--- src/rtl/pma_pkg.sv ---
package pma_pkg;

   // terms left after one level of 3:2 compression
   function automatic int next_terms(input int t);
      return (t <= 2) ? t : (t / 3) * 2 + (t % 3);
   endfunction

   // term count entering compression level l
   function automatic int terms_at(input int n, input int l);
      int t;
      t = n;
      for (int i = 0; i < l; i++) t = next_terms(t);
      return t;
   endfunction

   // number of compression levels needed to reach two terms
   function automatic int tree_depth(input int n);
      int t;
      int d;
      t = n;
      d = 0;
      for (int i = 0; i < 32; i++) begin
         if (t > 2) begin
            t = next_terms(t);
            d++;
         end
      end
      return d;
   endfunction

   function automatic int popcount32(input logic [31:0] v);
      int c;
      c = 0;
      for (int i = 0; i < 32; i++) c += int'(v[i]);
      return c;
   endfunction

   // one-hot marks on the lowest bit of every lane opened by an active cut
   function automatic logic [31:0] lane_starts(input logic lo, input logic hi,
                                               input int pl, input int ph);
      logic [31:0] m;
      m = '0;
      m[pl] = lo;
      m[ph] = hi;
      return m;
   endfunction

endpackage

--- src/rtl/pma_stage.sv ---
module pma_stage #(
   parameter int DW = 8,
   parameter bit EN = 1'b1
) (
   input  logic          clk,
   input  logic          rst,
   input  logic [DW-1:0] d,
   output logic [DW-1:0] q
);
   if (EN) begin : g_flop
      always_ff @(posedge clk) begin
         if (rst) q <= '0;
         else     q <= d;
      end
   end else begin : g_wire
      assign q = d;
   end
endmodule

--- src/rtl/pma_csa_level.sv ---
module pma_csa_level import pma_pkg::*; #(
   parameter int W     = 16,
   parameter int SLOTS = 7,
   parameter int N_T   = 7,
   parameter int PT_LO = 4,
   parameter int PT_HI = 8
) (
   input  logic                       cut_lo,
   input  logic                       cut_hi,
   input  logic [SLOTS-1:0][W-1:0]    terms_i,
   output logic [SLOTS-1:0][W-1:0]    terms_o
);
   localparam int GRP   = N_T / 3;
   localparam int REST  = N_T % 3;
   localparam int N_OUT = 2 * GRP + REST;

   logic [W-1:0] brk;
   assign brk = W'(lane_starts(cut_lo, cut_hi, PT_LO, PT_HI));

   for (genvar g = 0; g < GRP; g++) begin : g_csa
      logic [W-1:0] x, y, z, maj;
      assign x   = terms_i[3*g];
      assign y   = terms_i[3*g+1];
      assign z   = terms_i[3*g+2];
      assign maj = (x & y) | (x & z) | (y & z);
      assign terms_o[2*g]   = x ^ y ^ z;
      // carry moves up one bit and dies on the base bit of an open lane
      assign terms_o[2*g+1] = {maj[W-2:0], 1'b0} & ~brk;
   end

   for (genvar r = 0; r < REST; r++) begin : g_pass
      assign terms_o[2*GRP+r] = terms_i[3*GRP+r];
   end

   for (genvar k = N_OUT; k < SLOTS; k++) begin : g_zero
      assign terms_o[k] = '0;
   end
endmodule

--- src/rtl/pma_lane_adder.sv ---
module pma_lane_adder import pma_pkg::*; #(
   parameter int W     = 16,
   parameter int PT_LO = 4,
   parameter int PT_HI = 8
) (
   input  logic         cut_lo,
   input  logic         cut_hi,
   input  logic [W-1:0] a,
   input  logic [W-1:0] b,
   output logic [W-1:0] s
);
   logic [W-1:0] brk;
   assign brk = W'(lane_starts(cut_lo, cut_hi, PT_LO, PT_HI));

   always_comb begin
      logic c;
      logic cin;
      c = 1'b0;
      s = '0;
      for (int i = 0; i < W; i++) begin
         cin  = c & ~brk[i];
         s[i] = a[i] ^ b[i] ^ cin;
         c    = (a[i] & b[i]) | (a[i] & cin) | (b[i] & cin);
      end
   end
endmodule

--- src/rtl/pma_reduce_top.sv ---
module pma_reduce_top import pma_pkg::*; #(
   parameter int          W        = 16,
   parameter int          N_IN     = 7,
   parameter int          PT_LO    = 4,
   parameter int          PT_HI    = 8,
   parameter logic [31:0] REG_MASK = 32'h0000_0015
) (
   input  logic                                  clk,
   input  logic                                  rst,
   input  logic [((N_IN < 1) ? 1 : N_IN)*W-1:0]  op_bus,
   input  logic                                  cut_lo,
   input  logic                                  cut_hi,
   output logic [W-1:0]                          sum_out
);
   localparam int SLOTS = (N_IN < 2) ? 2 : N_IN;
   localparam int DEPTH = tree_depth(N_IN);
   localparam int TW    = SLOTS * W;
   localparam int PW    = TW + 2;

   // elaboration-time parameter checks
   if (W < 2 || W > 32) begin : g_bad_w
      $error("pma_reduce_top: W must lie in 2..32");
   end
   if (PT_LO < 1 || PT_LO >= PT_HI || PT_HI >= W) begin : g_bad_pt
      $error("pma_reduce_top: need 0 < PT_LO < PT_HI < W");
   end
   if (N_IN < 0 || N_IN > 15) begin : g_bad_n
      $error("pma_reduce_top: N_IN must lie in 0..15");
   end
   if ((REG_MASK >> (DEPTH + 1)) != 32'd0) begin : g_bad_mask
      $error("pma_reduce_top: R8 REG_MASK names a point beyond the tree depth");
   end

   // xs[k]: bundle entering point k; ys[k]: bundle leaving it
   logic [PW-1:0] xs [0:DEPTH];
   logic [PW-1:0] ys [0:DEPTH];

   logic [SLOTS-1:0][W-1:0] in_terms;
   if (N_IN == 0) begin : g_empty
      assign in_terms = '0;
   end else if (N_IN == 1) begin : g_one
      assign in_terms = {{W{1'b0}}, op_bus[W-1:0]};
   end else begin : g_many
      assign in_terms = op_bus;
   end
   assign xs[0] = {cut_hi, cut_lo, in_terms};

   for (genvar k = 0; k < DEPTH; k++) begin : g_lvl
      localparam int NT = terms_at(N_IN, k);
      logic [SLOTS-1:0][W-1:0] t_in, t_out;

      pma_stage #(.DW(PW), .EN(REG_MASK[k])) u_pt (
         .clk (clk),
         .rst (rst),
         .d   (xs[k]),
         .q   (ys[k])
      );

      assign t_in = ys[k][TW-1:0];

      pma_csa_level #(
         .W(W), .SLOTS(SLOTS), .N_T(NT), .PT_LO(PT_LO), .PT_HI(PT_HI)
      ) u_csa (
         .cut_lo  (ys[k][TW]),
         .cut_hi  (ys[k][TW+1]),
         .terms_i (t_in),
         .terms_o (t_out)
      );

      assign xs[k+1] = {ys[k][TW+1], ys[k][TW], t_out};
   end

   assign ys[DEPTH] = xs[DEPTH];

   // after the last level only slots 0 and 1 can be non-zero
   logic [SLOTS-1:0][W-1:0] fin_terms;
   logic [W-1:0]            fin_b;
   logic [W-1:0]            fin_sum;
   assign fin_terms = ys[DEPTH][TW-1:0];

   always_comb begin
      fin_b = '0;
      for (int s = 1; s < SLOTS; s++) fin_b |= fin_terms[s];
   end

   pma_lane_adder #(.W(W), .PT_LO(PT_LO), .PT_HI(PT_HI)) u_cpa (
      .cut_lo (ys[DEPTH][TW]),
      .cut_hi (ys[DEPTH][TW+1]),
      .a      (fin_terms[0]),
      .b      (fin_b),
      .s      (fin_sum)
   );

   pma_stage #(.DW(W), .EN(REG_MASK[DEPTH])) u_out (
      .clk (clk),
      .rst (rst),
      .d   (fin_sum),
      .q   (sum_out)
   );
endmodule

--- config.mk ---
export PLATFORM = sky130hd
export DESIGN_NAME = pma_reduce_top
export DESIGN_NICKNAME = d
export VERILOG_FILES = /design/src/rtl/pma_pkg.sv /design/src/rtl/pma_stage.sv /design/src/rtl/pma_csa_level.sv /design/src/rtl/pma_lane_adder.sv /design/src/rtl/pma_reduce_top.sv
export SDC_FILE = /design/constraint.sdc
export NUM_CORES = 1
export LEC_CHECK = 0
export ABC_AREA = 1
export BUFFER_PORTS_ARGS = -buffer_cell sky130_fd_sc_hd__clkbuf_2
export CAP_MARGIN = 20
export CORE_ASPECT_RATIO = 1.25
export CORE_MARGIN = 5
export CORE_UTILIZATION = 51
export DETAILED_ROUTE_END_ITERATION = 6
export MAX_ROUTING_LAYER = met4
export PLACE_DENSITY_LB_ADDON = 0.25
export SYNTH_ARGS = -nofsm -noshare
export SYNTH_HDL_FRONTEND = slang
export SYNTH_SLANG_ARGS = --single-unit
--- constraint.sdc ---
create_clock -name clk -period 7.1 [get_ports clk]
set_input_delay 1.42 -clock clk [delete_from_list [all_inputs] [get_ports clk]]
set_output_delay 1.42 -clock clk [all_outputs]
set_load 0.01 [all_outputs]
==> impl_metrics.env, run 1 <==
export IMPL_setup_viol=0
export IMPL_start_util_pct=51.3
export IMPL_numCtsBuffers=17
export IMPL_netlist_area_mm2=0.00793
export IMPL_cts_sinks=194
export IMPL_cpMaxStageDelayCell="fa_1"
export IMPL_arrival_ns=7.06
export IMPL_fp_dieW_um=122
export IMPL_grt_pass1_vias=4895
export IMPL_p_per_area_mw_per_mm2=282
export IMPL_die_area_mm2=0.0182
export IMPL_cts_tree="yes"
export IMPL_ant_nets=0
export IMPL_critPathLaunchType="flip-flop"
export IMPL_yosysWarnings=0
export IMPL_wire_per_inst_um=9.66
export IMPL_dp_hpwl_um=9080
export IMPL_worst_r2r_endpoint="u_out.q[15]"
export IMPL_num_rows=51
export IMPL_r2r_start="g_lvl[2].u_pt.q[2]"
export IMPL_grt_pass1_wl_um=20600
export IMPL_ys_ff_latch=194
export IMPL_rsz0062_at_grt="false"
export IMPL_path_class="flip-flop to flip-flop"
export IMPL_fin_tns_setup_ns=0
export IMPL_stdcell_count=1220
export IMPL_cts_hold_buf=0
export IMPL_core_mm2=0.0154
export IMPL_r2r_worst_path_cells=26
export IMPL_max_cap_violations=0
export IMPL_final_nets=1199
export IMPL_postSynthAreaPerCell_um2=9.17
export IMPL_clk_latency_ns=0.43
export IMPL_tightest_slew_ns=0.784
export IMPL_nFillCells=1382
export IMPL_timing_final_hold_violations=0
export IMPL_period_needed_ns=6.74
export IMPL_post_route_period_util_pct=94.9
export IMPL_die_h_um=149
export IMPL_syn_inst=865
export IMPL_vias_per_cell=3.99
export IMPL_fmax_mhz=148
export IMPL_post_cts_buffers=0
export IMPL_diodes=0
export IMPL_crit_top_cell="fa_2"
export IMPL_outcome="completed"
export IMPL_route_detailed_drc=0
export IMPL_port_buffers=131
export IMPL_critPathBufInv=4
export IMPL_ys_seq_area_share_pct=49.0
export IMPL_slew_viol_final=0
export IMPL_first_pass_iters=4
export IMPL_cts_htree_levels=4
export IMPL_finalClockSkew_ns=0.00871
export IMPL_clkTransAtPathRegs_ns=0.07
export IMPL_synth_nets=1069
export IMPL_drt_iter0_drc=181
export IMPL_grt_ovfl_total=0
export IMPL_gp_congestion=0.728
export IMPL_ios=132
export IMPL_grt_max_degree=116
export IMPL_synth_cell_types=11
export IMPL_crit_cells=26
export IMPL_grt_usage_pct=15.0
export IMPL_area_growth_pct=17.6
export IMPL_crit_path_end="u_out.q[15]"
export IMPL_ir_drop_mv=0.156
export IMPL_crit_family="adder cells"
export IMPL_drive_gt1_share_pct=17.3
export IMPL_routed_wl_um=11800
export IMPL_fin_util_pct=60.4
export IMPL_slowest_delay_ns=0.54
export IMPL_cts_root_buffer="clkbuf_16"
export IMPL_antenna_found_initial=0
export IMPL_dp_cells=1188
export IMPL_rrSetupSlack_ns=0.36
export IMPL_relSlewSlack_pct=47.7
export IMPL_worstPathMaxFanout=2
export IMPL_cts_buffer_depth=2
export IMPL_cp_end_kind="flip-flop"
export IMPL_leakage_nw=5.05
export IMPL_vias=4869
export IMPL_cp_required_ns=7.42
export IMPL_hold_path_class="flip-flop to flip-flop"
export IMPL_crit_start="g_lvl[2].u_pt.q[2]"
-- how the worst min path moves through the flow --
stage          slack (ns)                  end  cells past startpoint                  from
5_1_grt              0.42  g_lvl[2].u_pt.q[61]                      2  g_lvl[0].u_pt.q[109]
3_3_place_gp         0.39  g_lvl[2].u_pt.q[63]                      2  g_lvl[0].u_pt.q[111]
6_report             0.40  g_lvl[2].u_pt.q[61]                      2  g_lvl[0].u_pt.q[109]
3_5_place_dp         0.39  g_lvl[2].u_pt.q[61]                      2  g_lvl[0].u_pt.q[109]
4_1_cts              0.40  g_lvl[2].u_pt.q[61]                      2  g_lvl[0].u_pt.q[109]
2_1_floorplan        0.39  g_lvl[2].u_pt.q[48]                      2   g_lvl[0].u_pt.q[96]
-- where the power goes --
part / internal [mW] / total, mW / switching, mW
registers: 1.19 / 1.23 / 0.0391
logic: 0.183 / 0.408 / 0.225
clock network: 0.580 / 0.991 / 0.411
total: 1.95 / 2.63 / 0.676
-- final cells by class --
| cell class | count | area, µm² | share of cell area (%) |
|---|---|---|---|
| Clock buffer | 19 | 453 | 4.86 |
| Multi-Input combinational cell | 336 | 2700 | 29.0 |
| Timing Repair Buffer | 132 | 669 | 7.18 |
| Clock inverter | 13 | 174 | 1.87 |
| Tap cell | 212 | 265 | 2.84 |
| Sequential cell | 194 | 3880 | 41.7 |
| Inverter | 314 | 1180 | 12.6 |
-- state kept, by name (all words and copies together), names as in the netlist --
register      flops
g_lvl.u_pt.q    178
u_out.q          16
-- layout by cell type (no fill, tap or decap) --
master,synthesis,layout
fa_2,0,8
ha_1,4,4
xnor2_1,1,1
clkbuf_8,0,2
nor2_1,204,204
clkbuf_16,0,17
clkinv_4,0,3
buf_4,0,1
clkinv_2,0,1
bufinv_16,0,3
inv_1,314,314
nand2_1,39,39
dfxtp_1,194,194
inv_6,0,3
clkinvlp_4,0,2
inv_8,0,1
clkbuf_2,0,130
buf_6,13,1
or2_2,2,2
nand3b_1,2,2
fa_1,84,76
-- synthesized netlist by cell type --
| library cell | instances | area share (%) |
|---|---|---|
| buf_2 | 8 | 0.50 |
| or2_2 | 2 | 0.16 |
| nand2_1 | 39 | 1.8 |
| ha_1 | 4 | 0.63 |
| nand3b_1 | 2 | 0.19 |
| xnor2_1 | 1 | 0.11 |
| buf_6 | 13 | 1.8 |
| dfxtp_1 | 194 | 49 |
| inv_1 | 314 | 15 |
| nor2_1 | 204 | 9.7 |
| fa_1 | 84 | 21 |
-- timing repair --
item,in CTS,in global routing
resized for setup,6,2
pin swaps,0,2
endpoints found under the setup margin,2,1
-- cell families after synthesis --
family | after synthesis | synth area share (%)
buf+inv | 335 | 17.2
simple gates | 247 | 11.9
fa+ha+maj | 88 | 21.8
xor+xnor | 1 | 0.110
flops | 194 | 49.0
-- per-layer routing --
layer / track usage [%] / share of wire, % / up-vias / routed length (µm)
li1: - / - / 2546 / -
met5: - / 0 / - / 0
met2: 26.4 / 55 / 90 / 6450
met1: 16.1 / 39 / 2213 / 4630
met4: 6.39 / 1.9 / 0 / 229
met3: 3.57 / 4.0 / 20 / 476
-- stage by stage --
step	power, mW	hold slack, ns	area (µm²)	setup slack [ns]
2_1_floorplan	1.53	0.388	7930	0.0796
3_3_place_gp	1.65	0.391	8680	-0.121
3_5_place_dp	1.67	0.392	8680	-0.266
4_1_cts	2.67	0.401	9320	0.0576
5_1_grt	2.79	0.421	9320	0.0586
6_report	2.63	0.400	9320	0.361
-- tightest hold or removal path, delay by kind of cell, from the launching register on --
| kind | cells | cell delay [ns] |
|---|---|---|
| buffers and inverters | 1 | 0.04 |
| AND/OR/NAND/NOR | 1 | 0.03 |
| flip-flops | 1 | 0.30 |
(Power assumes the default switching activity.)
==> run 2: changes to the inputs <==
--- a/config.mk
+++ b/config.mk
@@ -14,6 +14,7 @@
 export DETAILED_ROUTE_END_ITERATION = 6
 export MAX_ROUTING_LAYER = met4
 export PLACE_DENSITY_LB_ADDON = 0.25
+export REMOVE_ABC_BUFFERS = 1
 export SYNTH_ARGS = -nofsm -noshare
 export SYNTH_HDL_FRONTEND = slang
 export SYNTH_SLANG_ARGS = --single-unit
==> impl_metrics.env, run 2 (synthesized netlist as in run 1, its figures left out) <==
export IMPL_wire_per_inst_um=9.31
export IMPL_grt_pass1_vias=4844
export IMPL_gp_congestion=0.711
export IMPL_largest_reg_flops=178
export IMPL_die_area_mm2=0.0182
export IMPL_crit_top_cell="fa_1"
export IMPL_grt_max_degree=105
export IMPL_cts_hold_buf=0
export IMPL_start_util_pct=51.3
export IMPL_p_per_area_mw_per_mm2=276
export IMPL_use_met1_pct=16.6
export IMPL_use_met2_pct=24.8
export IMPL_drt_iter0_drc=145
export IMPL_vias_per_cell=3.94
export IMPL_cts_buffer_depth=2
export IMPL_fin_util_pct=60.1
export IMPL_cts_root_buffer="clkbuf_16"
export IMPL_slew_viol_final=0
export IMPL_timing_final_hold_violations=0
export IMPL_total_power_mw=2.56
export IMPL_grt_usage_pct=14.5
export IMPL_cts_sinks=194
export IMPL_route_detailed_drc=0
export IMPL_tightest_slew_ns=0.965
export IMPL_cts_tree="yes"
export IMPL_path_class="flip-flop to flip-flop"
export IMPL_antenna_found_initial=0
export IMPL_fp_dieW_um=122
export IMPL_grt_pass1_wl_um=20100
export IMPL_finalClockSkew_ns=0.00553
export IMPL_vias=4802
export IMPL_ant_nets=0
export IMPL_biggestRegsByFlops="g_lvl.u_pt.q x178, u_out.q x16"
export IMPL_relSlewSlack_pct=35.7
export IMPL_num_rows=51
export IMPL_slowest_delay_ns=0.52
export IMPL_final_nets=1199
export IMPL_setup_viol=0
export IMPL_arrival_ns=7.06
export IMPL_nFillCells=1382
export IMPL_worstPathMaxFanout=2
export IMPL_leakage_nw=5.03
export IMPL_dp_hpwl_um=8720
export IMPL_top_register="g_lvl.u_pt.q"
export IMPL_routed_wl_um=11400
export IMPL_final_cell_mix="inv_1 (314), nor2_1 (204), dfxtp_1 (194)"
export IMPL_die_h_um=149
export IMPL_cp_end_kind="flip-flop"
export IMPL_dp_cells=1188
export IMPL_area_growth_pct=17.1
export IMPL_clk_latency_ns=0.41
export IMPL_diodes=0
export IMPL_critPathBufInv=4
export IMPL_fmax_mhz=148
export IMPL_critPathLaunchType="flip-flop"
export IMPL_cpMaxStageDelayCell="fa_1"
export IMPL_stdcell_count=1220
export IMPL_grt_busiest_layer="met2"
export IMPL_use_met3_pct=3.68
export IMPL_port_buffers=131
export IMPL_crit_family="adder cells"
export IMPL_period_needed_ns=6.75
export IMPL_rrSetupSlack_ns=0.35
export IMPL_ir_drop_mv=0.142
export IMPL_post_route_period_util_pct=95.0
export IMPL_hold_path_class="flip-flop to flip-flop"
export IMPL_final_common_cell="inv_1"
export IMPL_outcome="completed"
export IMPL_max_cap_violations=0
export IMPL_rsz0062_at_grt="false"
export IMPL_grt_ovfl_total=0
export IMPL_ios=132
export IMPL_cp_required_ns=7.41
export IMPL_numCtsBuffers=17
export IMPL_drive_gt1_share_pct=17.1
export IMPL_first_pass_iters=4
export IMPL_clkTransAtPathRegs_ns=0.06
export IMPL_core_mm2=0.0154
export IMPL_cts_htree_levels=4
export IMPL_post_cts_buffers=0
-- run 2: final cells by class --
class                   count  area (µm²)  share of cell area, %
clock buffers              21         460                   4.96
clock inverters            11         126                   1.36
inverters                 314        1180                   12.7
multi-input cells         336        2700                   29.1
flip-flops and latches    194        3880                   41.8
well taps                 212         265                   2.86
repair buffers            132         669                   7.21
-- run 2: power breakdown --
| group | total, mW | switching (mW) | internal, mW |
|---|---|---|---|
| Clock | 0.935 | 0.393 | 0.541 |
| Sequential | 1.23 | 0.0402 | 1.19 |
| Combinational | 0.399 | 0.221 | 0.178 |
-- run 2: metrics by stage --
step                      worst slack [ns]  hold slack (ns)  area (µm²)  setup TNS (ns)
after floorplan                     0.0796            0.388        7740               0
after global placement              -0.139            0.388        8680          -0.139
after detailed placement            -0.184            0.392        8680          -0.184
after CTS                           0.0273            0.401        9270               0
after global routing                0.0458            0.418        9280               0
final                                0.354            0.402        9280               0
-- run 2: worst min-delay path, delay by kind of cell (launching register included) --
family	cells	cell delay (ns)
flip-flops	1	0.30
AND/OR/NAND/NOR	1	0.03
buffers and inverters	1	0.04
-- run 2: worst paths after layout --
kind                                       endpoint                  from  depth (start not counted)
worst max register to register          u_out.q[15]    g_lvl[2].u_pt.q[2]                         26
worst min register to register  g_lvl[2].u_pt.q[56]  g_lvl[0].u_pt.q[104]                          2
worst max-delay path                    u_out.q[15]    g_lvl[2].u_pt.q[2]                         26
worst min-delay path            g_lvl[2].u_pt.q[56]  g_lvl[0].u_pt.q[104]                          2
-- run 2: repair_timing --
item                       in CTS  in global routing
pin swaps                       0                  2
setup endpoints to repair       1                  2
resized for setup               4                  4
-- run 2: per-layer routing --
| metal | vias up | wire (µm) |
|---|---|---|
| li1 | 2542 | - |
| met2 | 88 | 6100 |
| met1 | 2158 | 4620 |
| met5 | - | 0 |
| met4 | 0 | 180 |
| met3 | 14 | 458 |
==> run 3: changes to the inputs <==
--- a/config.mk
+++ b/config.mk
@@ -9,11 +9,11 @@
 export BUFFER_PORTS_ARGS = -buffer_cell sky130_fd_sc_hd__clkbuf_2
 export CAP_MARGIN = 20
 export CORE_ASPECT_RATIO = 1.25
-export CORE_MARGIN = 5
+export CORE_MARGIN = 8
 export CORE_UTILIZATION = 51
 export DETAILED_ROUTE_END_ITERATION = 6
 export MAX_ROUTING_LAYER = met4
-export PLACE_DENSITY_LB_ADDON = 0.25
+export PLACE_DENSITY = 0.83
 export REMOVE_ABC_BUFFERS = 1
 export SYNTH_ARGS = -nofsm -noshare
 export SYNTH_HDL_FRONTEND = slang
==> impl_metrics.env, run 3 (synthesized netlist as in run 1, its figures left out) <==
export IMPL_fp_dieW_um=128
export IMPL_cts_sinks=194
export IMPL_port_buffers=131
export IMPL_start_util_pct=51.6
export IMPL_drive_gt1_share_pct=17.3
export IMPL_wire_per_inst_um=10.5
export IMPL_finalClockSkew_ns=0.00946
export IMPL_leakage_nw=5.02
export IMPL_crit_family="adder cells"
export IMPL_critPathBufInv=4
export IMPL_cts_buffer_depth=2
export IMPL_grt_max_degree=131
export IMPL_slew_viol_final=0
export IMPL_core_mm2=0.0154
export IMPL_top_register="g_lvl.u_pt.q"
export IMPL_use_met1_pct=16.2
export IMPL_grt_usage_pct=14.5
export IMPL_total_power_mw=2.55
export IMPL_cts_root_buffer="clkbuf_16"
export IMPL_final_nets=1199
export IMPL_stdcell_count=1219
export IMPL_post_route_period_util_pct=95.6
export IMPL_grt_pass1_wl_um=21900
export IMPL_numCtsBuffers=17
export IMPL_grt_pass1_vias=5182
export IMPL_outcome="completed"
export IMPL_route_detailed_drc=0
export IMPL_area_growth_pct=16.8
export IMPL_rsz0062_at_grt="false"
export IMPL_crit_top_cell="fa_2"
export IMPL_die_area_mm2=0.0198
export IMPL_relSlewSlack_pct=41.0
export IMPL_biggestRegsByFlops="g_lvl.u_pt.q x178, u_out.q x16"
export IMPL_dp_cells=1188
export IMPL_slowest_delay_ns=0.50
export IMPL_final_common_cell="inv_1"
export IMPL_cpMaxStageDelayCell="fa_1"
export IMPL_setup_viol=0
export IMPL_use_met3_pct=4.08
export IMPL_drt_iter0_drc=232
export IMPL_cp_required_ns=7.43
export IMPL_fmax_mhz=147
export IMPL_period_needed_ns=6.79
export IMPL_vias_per_cell=4.03
export IMPL_worstPathMaxFanout=2
export IMPL_cts_hold_buf=0
export IMPL_clk_latency_ns=0.43
export IMPL_num_rows=51
export IMPL_hold_ws_ns=0.395
export IMPL_antenna_found_initial=0
export IMPL_clkTransAtPathRegs_ns=0.07
export IMPL_critPathLaunchType="flip-flop"
export IMPL_fin_util_pct=60.2
export IMPL_vias=4913
export IMPL_hold_path_class="flip-flop to flip-flop"
export IMPL_ant_nets=0
export IMPL_die_h_um=155
export IMPL_diodes=0
export IMPL_cp_end_kind="flip-flop"
export IMPL_largest_reg_flops=178
export IMPL_grt_busiest_layer="met2"
export IMPL_ios=132
export IMPL_dpl_instance_area_mm2=0.00868
export IMPL_dp_hpwl_um=9690
export IMPL_first_pass_iters=4
export IMPL_final_cell_mix="inv_1 (314), nor2_1 (204), dfxtp_1 (194)"
export IMPL_arrival_ns=7.11
export IMPL_cts_htree_levels=4
export IMPL_tightest_slew_ns=0.885
export IMPL_grt_ovfl_total=0
export IMPL_path_class="flip-flop to flip-flop"
export IMPL_p_per_area_mw_per_mm2=275
export IMPL_gp_congestion=0.768
export IMPL_ir_drop_mv=0.170
export IMPL_cts_tree="yes"
export IMPL_design_area_mm2=0.00926
export IMPL_use_met2_pct=24.3
export IMPL_rrSetupSlack_ns=0.31
export IMPL_max_cap_violations=0
export IMPL_timing_final_hold_violations=0
export IMPL_routed_wl_um=12800
[run 3: cell count changes in the layout (fill, tap and decap cells not counted), sizes merged]
cell,before,now
clkbuf,151,148
clkinvlp,1,2
inv,318,320
bufinv,2,1
[run 3: worst paths after layout]
kind / start / cells after the start / to
min: g_lvl[0].u_pt.q[98] / 2 / g_lvl[2].u_pt.q[50]
max reg2reg: g_lvl[2].u_pt.q[33] / 27 / u_out.q[15]
min reg2reg: g_lvl[0].u_pt.q[98] / 2 / g_lvl[2].u_pt.q[50]
max: g_lvl[2].u_pt.q[33] / 27 / u_out.q[15]
[run 3: metrics by stage]
stage	setup WS (ns)	setup TNS (ns)
floorplan	0.0796	0
global placement	-0.102	-0.102
detailed placement	-0.246	-0.275
CTS	0.0337	0
global route	0.00976	0
finish	0.314	0
[run 3: cell type report]
| class | count | area [µm²] |
|---|---|---|
| multi-input cells | 336 | 2710 |
| clock buffers | 18 | 429 |
| clock inverters | 13 | 126 |
| fillers | 1232 | 6120 |
| inverters | 314 | 1180 |
| well taps | 212 | 265 |
| flip-flops and latches | 194 | 3880 |
| repair buffers | 132 | 669 |
[run 3: worst min-delay path, cell delays in order (launching register included)]
cell and delay, ns:
dfxtp_1 0.30, inv_1 0.04, nor2_1 0.03
[run 3: power breakdown]
| group | switching [mW] | leakage, nW | internal [mW] |
|---|---|---|---|
| Combinational | 0.231 | 3.13 | 0.183 |
| Sequential | 0.0417 | 1.61 | 1.19 |
| Clock | 0.414 | 0.271 | 0.489 |
[run 3: timing repair]
item                                    CTS  global route
setup buffers                             0             0
pin swaps                                 0             2
endpoints found under the setup margin    2             2
endpoints found under the hold margin     0             0
resized for setup                         5             5
[run 3: per-layer routing]
metal,part of all wire [%],up-vias
li1,-,2544
met1,43,2249
met2,51,106
met3,4.5,14
met4,1.4,0
met5,0,-
